## src/rtl/ilv_pkg.sv

```systemverilog
package ilv_pkg;
  // First (high-half) channel carried by a stream on a given beat.
  function automatic int lane_hi(input int beat, input int strm, input int streams);
    return 2 * (beat * streams + strm);
  endfunction

  // Beats needed to move one full group over all streams.
  function automatic int beats_per_group(input int lanes, input int streams);
    return lanes / (2 * streams);
  endfunction
endpackage

```

## src/rtl/ilv_phase.sv

```systemverilog
module ilv_phase (
  input  logic clk,
  input  logic rst_n,
  output logic half_en
);
  logic phase_q;

  always_ff @(posedge clk or negedge rst_n) begin
    if (!rst_n) phase_q <= 1'b0;
    else        phase_q <= ~phase_q;
  end

  assign half_en = phase_q;

  assert_half_toggle_R1: assert property (@(posedge clk) disable iff (!rst_n)
    $past(rst_n) |-> (half_en != $past(half_en)));
endmodule

```

## src/rtl/ilv_unpack.sv

```systemverilog
module ilv_unpack #(
  parameter int SAMPLE_W = 16,
  parameter int STREAMS  = 2,
  parameter int LANES    = 8
) (
  input  logic                        clk,
  input  logic                        rst_n,
  input  logic                        half_en,
  input  logic [STREAMS-1:0]          in_valid,
  output logic [STREAMS-1:0]          in_ready,
  input  logic [STREAMS*2*SAMPLE_W-1:0] in_data,
  output logic                        grp_valid,
  input  logic                        grp_ready,
  output logic [LANES*SAMPLE_W-1:0]   grp_data
);
  localparam int WORD_W = 2 * SAMPLE_W;
  localparam int BEATS  = ilv_pkg::beats_per_group(LANES, STREAMS);
  localparam int CNT_W  = $clog2(BEATS + 1);

  logic [STREAMS-1:0]        slot_full;
  logic                      move;
  logic                      complete;
  logic                      hold_v;
  logic                      hold_fire;
  logic [LANES*SAMPLE_W-1:0] col_flat;
  logic [LANES*SAMPLE_W-1:0] hold_q;

  assign complete  = &slot_full;
  assign hold_fire = hold_v & half_en & grp_ready;
  assign move      = complete & (~hold_v | hold_fire);

  for (genvar s = 0; s < STREAMS; s++) begin : g_strm
    logic [CNT_W-1:0] cnt_q;
    logic [CNT_W-1:0] wr_beat;
    logic             accept;

    assign slot_full[s] = (cnt_q == CNT_W'(BEATS));
    assign in_ready[s]  = ~slot_full[s] | move;
    assign accept       = in_valid[s] & in_ready[s];
    assign wr_beat      = slot_full[s] ? '0 : cnt_q;

    always_ff @(posedge clk or negedge rst_n) begin
      if (!rst_n)      cnt_q <= '0;
      else if (move)   cnt_q <= accept ? CNT_W'(1) : '0;
      else if (accept) cnt_q <= cnt_q + CNT_W'(1);
    end

    for (genvar b = 0; b < BEATS; b++) begin : g_beat
      localparam int HI = ilv_pkg::lane_hi(b, s, STREAMS);
      logic [WORD_W-1:0] word_q;

      always_ff @(posedge clk or negedge rst_n) begin
        if (!rst_n) word_q <= '0;
        else if (accept && wr_beat == CNT_W'(b))
          word_q <= in_data[s*WORD_W +: WORD_W];
      end

      assign col_flat[HI*SAMPLE_W +: SAMPLE_W]     = word_q[WORD_W-1:SAMPLE_W];
      assign col_flat[(HI+1)*SAMPLE_W +: SAMPLE_W] = word_q[SAMPLE_W-1:0];
    end
  end

  always_ff @(posedge clk or negedge rst_n) begin
    if (!rst_n) begin
      hold_v <= 1'b0;
      hold_q <= '0;
    end else if (move) begin
      hold_v <= 1'b1;
      hold_q <= col_flat;
    end else if (hold_fire) begin
      hold_v <= 1'b0;
    end
  end

  assign grp_valid = hold_v;
  assign grp_data  = hold_q;

  assert_group_after_fill_R4: assert property (@(posedge clk) disable iff (!rst_n)
    move |=> grp_valid);

  assert_group_hold_R5: assert property (@(posedge clk) disable iff (!rst_n)
    (grp_valid && !(half_en && grp_ready)) |=> (grp_valid && $stable(grp_data)));
endmodule

```

## src/rtl/ilv_pack.sv

```systemverilog
module ilv_pack #(
  parameter int SAMPLE_W = 16,
  parameter int STREAMS  = 2,
  parameter int LANES    = 8
) (
  input  logic                          clk,
  input  logic                          rst_n,
  input  logic                          half_en,
  input  logic                          res_valid,
  output logic                          res_ready,
  input  logic [LANES*SAMPLE_W-1:0]     res_data,
  input  logic                          res_last,
  output logic [STREAMS-1:0]            out_valid,
  input  logic [STREAMS-1:0]            out_ready,
  output logic [STREAMS*2*SAMPLE_W-1:0] out_data,
  output logic                          out_last
);
  localparam int WORD_W = 2 * SAMPLE_W;
  localparam int BEATS  = ilv_pkg::beats_per_group(LANES, STREAMS);
  localparam int IDX_W  = (BEATS > 1) ? $clog2(BEATS) : 1;
  localparam logic [IDX_W-1:0] LAST_IDX = IDX_W'(BEATS - 1);

  logic                      buf_v;
  logic                      buf_last;
  logic [IDX_W-1:0]          beat_q;
  logic [LANES*SAMPLE_W-1:0] buf_q;
  logic                      pair_fire;
  logic                      last_beat;
  logic                      res_take;

  assign pair_fire = buf_v & (&out_ready);
  assign last_beat = (beat_q == LAST_IDX);
  assign res_ready = ~buf_v | (pair_fire & last_beat);
  assign res_take  = half_en & res_valid & res_ready;

  always_ff @(posedge clk or negedge rst_n) begin
    if (!rst_n) begin
      buf_v    <= 1'b0;
      buf_last <= 1'b0;
      beat_q   <= '0;
      buf_q    <= '0;
    end else if (res_take) begin
      buf_v    <= 1'b1;
      buf_last <= res_last;
      beat_q   <= '0;
      buf_q    <= res_data;
    end else if (pair_fire) begin
      if (last_beat) buf_v <= 1'b0;
      else           beat_q <= beat_q + IDX_W'(1);
    end
  end

  for (genvar s = 0; s < STREAMS; s++) begin : g_strm
    logic [WORD_W-1:0] word;

    always_comb begin
      word = '0;
      for (int b = 0; b < BEATS; b++) begin
        if (beat_q == IDX_W'(b))
          word = {buf_q[ilv_pkg::lane_hi(b, s, STREAMS)*SAMPLE_W +: SAMPLE_W],
                  buf_q[(ilv_pkg::lane_hi(b, s, STREAMS)+1)*SAMPLE_W +: SAMPLE_W]};
      end
    end

    assign out_data[s*WORD_W +: WORD_W] = word;
    assign out_valid[s] = buf_v;
  end

  assign out_last = buf_v & buf_last & last_beat;

  assert_pair_hold_R8: assert property (@(posedge clk) disable iff (!rst_n)
    (out_valid[0] && !(&out_ready)) |=> (out_valid[0] && $stable(out_data)));

  assert_last_qualified_R9: assert property (@(posedge clk) disable iff (!rst_n)
    out_last |-> (out_valid[0] && out_valid[STREAMS-1]));
endmodule

```

## src/rtl/dual_stream_interleaver.sv

```systemverilog
module dual_stream_interleaver #(
  parameter int SAMPLE_W = 16,
  parameter int STREAMS  = 2,
  parameter int LANES    = 8
) (
  input  logic                          clk,
  input  logic                          rst_n,
  output logic                          half_en,
  input  logic [STREAMS-1:0]            in_valid,
  output logic [STREAMS-1:0]            in_ready,
  input  logic [STREAMS*2*SAMPLE_W-1:0] in_data,
  output logic                          grp_valid,
  input  logic                          grp_ready,
  output logic [LANES*SAMPLE_W-1:0]     grp_data,
  input  logic                          res_valid,
  output logic                          res_ready,
  input  logic [LANES*SAMPLE_W-1:0]     res_data,
  input  logic                          res_last,
  output logic [STREAMS-1:0]            out_valid,
  input  logic [STREAMS-1:0]            out_ready,
  output logic [STREAMS*2*SAMPLE_W-1:0] out_data,
  output logic                          out_last
);
  ilv_phase u_phase (
    .clk     (clk),
    .rst_n   (rst_n),
    .half_en (half_en)
  );

  ilv_unpack #(.SAMPLE_W(SAMPLE_W), .STREAMS(STREAMS), .LANES(LANES)) u_unpack (
    .clk       (clk),
    .rst_n     (rst_n),
    .half_en   (half_en),
    .in_valid  (in_valid),
    .in_ready  (in_ready),
    .in_data   (in_data),
    .grp_valid (grp_valid),
    .grp_ready (grp_ready),
    .grp_data  (grp_data)
  );

  ilv_pack #(.SAMPLE_W(SAMPLE_W), .STREAMS(STREAMS), .LANES(LANES)) u_pack (
    .clk       (clk),
    .rst_n     (rst_n),
    .half_en   (half_en),
    .res_valid (res_valid),
    .res_ready (res_ready),
    .res_data  (res_data),
    .res_last  (res_last),
    .out_valid (out_valid),
    .out_ready (out_ready),
    .out_data  (out_data),
    .out_last  (out_last)
  );
endmodule

```

## config.mk

```make
export PLATFORM = sky130hd
export DESIGN_NAME = dual_stream_interleaver
export DESIGN_NICKNAME = d
export VERILOG_FILES = /design/src/rtl/ilv_pkg.sv /design/src/rtl/ilv_phase.sv /design/src/rtl/ilv_unpack.sv /design/src/rtl/ilv_pack.sv /design/src/rtl/dual_stream_interleaver.sv
export SDC_FILE = /design/constraint.sdc
export NUM_CORES = 1
export LEC_CHECK = 0
export BUFFER_PORTS_ARGS = -buffer_cell sky130_fd_sc_hd__buf_2
export CAP_MARGIN = 10
export CORE_MARGIN = 2
export CORE_UTILIZATION = 48
export DETAILED_ROUTE_END_ITERATION = 12
export GPL_ROUTABILITY_DRIVEN = 0
export PLACE_DENSITY = 0.74
export SLEW_MARGIN = 5
export SYNTH_ARGS = -nofsm -noshare
export SYNTH_HDL_FRONTEND = slang
export SYNTH_SLANG_ARGS = --single-unit
```

## constraint.sdc

```tcl
create_clock -name clk -period 1.8 [get_ports clk]
set_input_delay 0.09 -clock clk [delete_from_list [all_inputs] [get_ports clk]]
set_output_delay 0.09 -clock clk [all_outputs]
set_load 0.05 [all_outputs]
```

==> flow_summary.toml <==
[outcome]
outcome = "finished with violations"
violations = "negative setup slack"

[worst_setup_path]
crit_path_max_fanout = 9
crit_required_ps = 1710
path_cells = "buf_8 -> buf_12 -> mux2_2 -> buf_6"
critPathCaptureType = "output port"
cpMaxStageDelayCell = "dfrtp_2"
timing.rr.start = "u_pack.beat_q"
cp-startpoint = "u_pack.beat_q"
path_class = "reg -> out"
setup.reg_to_reg.worst_slack_ps = 20
worst_path_largest_cell_delay_ps = 420
worstPathArrival_ps = 1810
critPathLaunchType = "flop"

[cts]
cts-root-buf = "clkbuf_16"
cts_buffers = 42
path_clk_slew_ps = 60
cts_tree = "done"
insertion_delay_ps = 520
clockBufferDepth = 3
htreeDepth = 2
clock_sinks = 393

[grt]
track_usage = 0.2679
grt_overflow_total = 0
antenna_found_initial = 7
first_global_vias = 12970
grt_max_degree = 72
grt_pass1_wl_um = 71180

[logic_synthesis]
synth_edf_count = 0
syn_nets = 1417
ys_seq_elements = 393
synth.avg_cell_area_um2 = 12.96
synth_area_leaders = "dfrtp_1 63%, mux2_2 21%, nand2_1 9.5%, mux2_4 2.9%, buf_2 1.1%"
synth_seq_area_share = 0.6271
netlist_area_um2 = 15680
synth_commonest_cells = "395 x nand2_1, 393 x dfrtp_1, 290 x mux2_2"
synth_top_area_cell = "dfrtp_1"
synth.most_common_cell = "nand2_1"
synth_ff_type = "dfrtp_1"
synth_top_area_frac = 0.6271
synth_cells = 1210
synthArstFlopShare = 1.000
yosys.cell_types.count = 26
yosysWarnings = 0

[place]
dpl-instance-area_um2 = 18570
io_buffers = 400
hpwl_um = 26760

[sta]
setup_violations = 64
slew_violations = 0
finalHoldViolations = 0
rsz0062_at_grt = "true"
whs_ps = 17.19
timing.final.ws_setup_ps = -99.71
post-route-period-util = 1.055
finClkSkew_ps = 17.60
max_slew_margin = 0.7373
fmax_mhz = 526.4
max_slew.worst_pin.slew_ps = 394.1
final.min_clock_period_ps = 1900

[detailed_routing]
drc = 0
wl_um = 48350
first_iter_violations = 534
final_antenna_net_count = 0
drt_pass1_iterations = 6
wire_per_inst_um = 20.72
via_count = 11890
via_per_inst = 5.095

[power_and_ir_drop]
power.switching_uw = 18700
powerDensity_nw_per_um2 = 1945
ir_drop_v = 0.001338
p_seq_frac = 0.337
p_clk_frac = 0.185
p_comb_frac = 0.478
p_int_uw = 26020
power.share.switching = 0.4181
leakage_uw = 0.01150

[die]
die_area_um2 = 34130
io_pins = 401
rows = 66
die_w_um = 184.7
fp.dieH_um = 184.7
coreArea_um2 = 32370
start_util = 0.4844

[layout]
area_growth_pct = 46.68
nets = 2058
final_area_um2 = 23000
drive_gt1_frac = 0.4617

[hold_path]
hold_class = "in -> async"

[flow_run]
cap_viol_max_count = 0
[through the flow]
stage	util	worst slack [ps]	std cells	setup TNS, ps	power (uW)
after detailed placement	0.5737	64.46	2027	0	33000
final	0.7105	-99.71	2333	-3358	44730
after global placement	0.5737	90.83	2027	0	32490
after global routing	0.7103	-126.9	2330	-5305	46650
after floorplan	-	-149.8	1210	-12370	28260
after CTS	0.7010	-121.5	2315	-4711	43660
[sequential cells by signal, indices dropped and copies added (netlist names)]
register,flops
u_pack.beat_q,1
u_pack.buf_last,1
u_pack.buf_q,128
u_pack.buf_v,1
u_phase.half_en,1
u_unpack.g_strm.cnt_q,4
u_unpack.g_strm.g_beat.word_q,128
u_unpack.grp_data,128
u_unpack.grp_valid,1
[timing repair]
item	4_1_cts	5_1_grt
resized for setup	179	52
hold buffers	201	0
setup buffers	7	7
hold endpoints to repair	657	0
setup endpoints to repair	67	105
pin swaps	1	5
cloned	5	4
[routing by layer]
metal  wire length, um  global-route usage  vias up
li1                  -                   -     5285
met1             17910              0.3102     5938
met2             24190              0.4644      494
met3              3652             0.07074      170
met4              2592              0.1260        0
met5                 0                   0        -
[cell usage in the layout, fill, tap and decap left out, types with 2 or more instances in the layout]
master	n
nand2_1	395
dfrtp_1	388
buf_2	332
mux2_2	236
dlygate4sd3_1	201
mux2_4	85
clkbuf_16	49
buf_6	43
buf_8	28
buf_4	24
buf_12	24
clkinv_2	13
diode_2	9
clkbuf_1	8
clkbuf_8	6
nand3_4	5
dfrtp_2	5
inv_1	4
o21ai_0	4
ha_1	4
buf_16	4
inv_2	2
o21ai_4	2
nand3_1	2
xor2_1	2
ha_4	2
inv_6	2
[power by group through the flow]
stage / sequential, uW / combinational (uW) / clock (uW)
floorplan: 18500 / 9790 / 0
global placement: 14700 / 17800 / 0
detailed placement: 14800 / 18200 / 0
CTS: 14800 / 20500 / 8430
global route: 15400 / 22400 / 8800
finish: 15100 / 21400 / 8300
[final cells by class]
| class | instances | area, um2 |
|---|---|---|
| flip-flops and latches | 393 | 9841 |
| well taps | 442 | 553.0 |
| repair buffers | 660 | 5449 |
| inverters | 7 | 28.78 |
| fillers | 2097 | 9370 |
| diodes | 9 | 22.52 |
| clock buffers | 59 | 1239 |
| multi-input cells | 747 | 5778 |
| clock inverters | 16 | 90.09 |
[critical path, delay by kind of cell (launching register included)]
family                 cells  cell delay (ps)
muxes                      1              380
buffers and inverters      3              470
DFF                        1              420
[cells by family after synthesis]
group                      synth area share
and+or+nand+nor                     0.09990
adders and majority gates          0.004787
buffers and inverters               0.02282
DFF                                  0.6271
muxes                                0.2377
AOI/OAI and AO/OA                  0.006543
xor gates and xnor gates           0.001117
[worst paths after layout]
check,endpoint,cells after the start
worst max register to register,u_pack.buf_q[124],6
worst max-delay path,out_data[1],4
min in group clk,u_pack.buf_q[7],3
worst min-delay path,u_unpack.g_strm[1].g_beat[1].word_q[26],2
max in group asynchronous,u_pack.buf_q[87],3
worst min register to register,u_unpack.grp_data[78],2
Note: power is estimated with default switching activity, not from simulation.
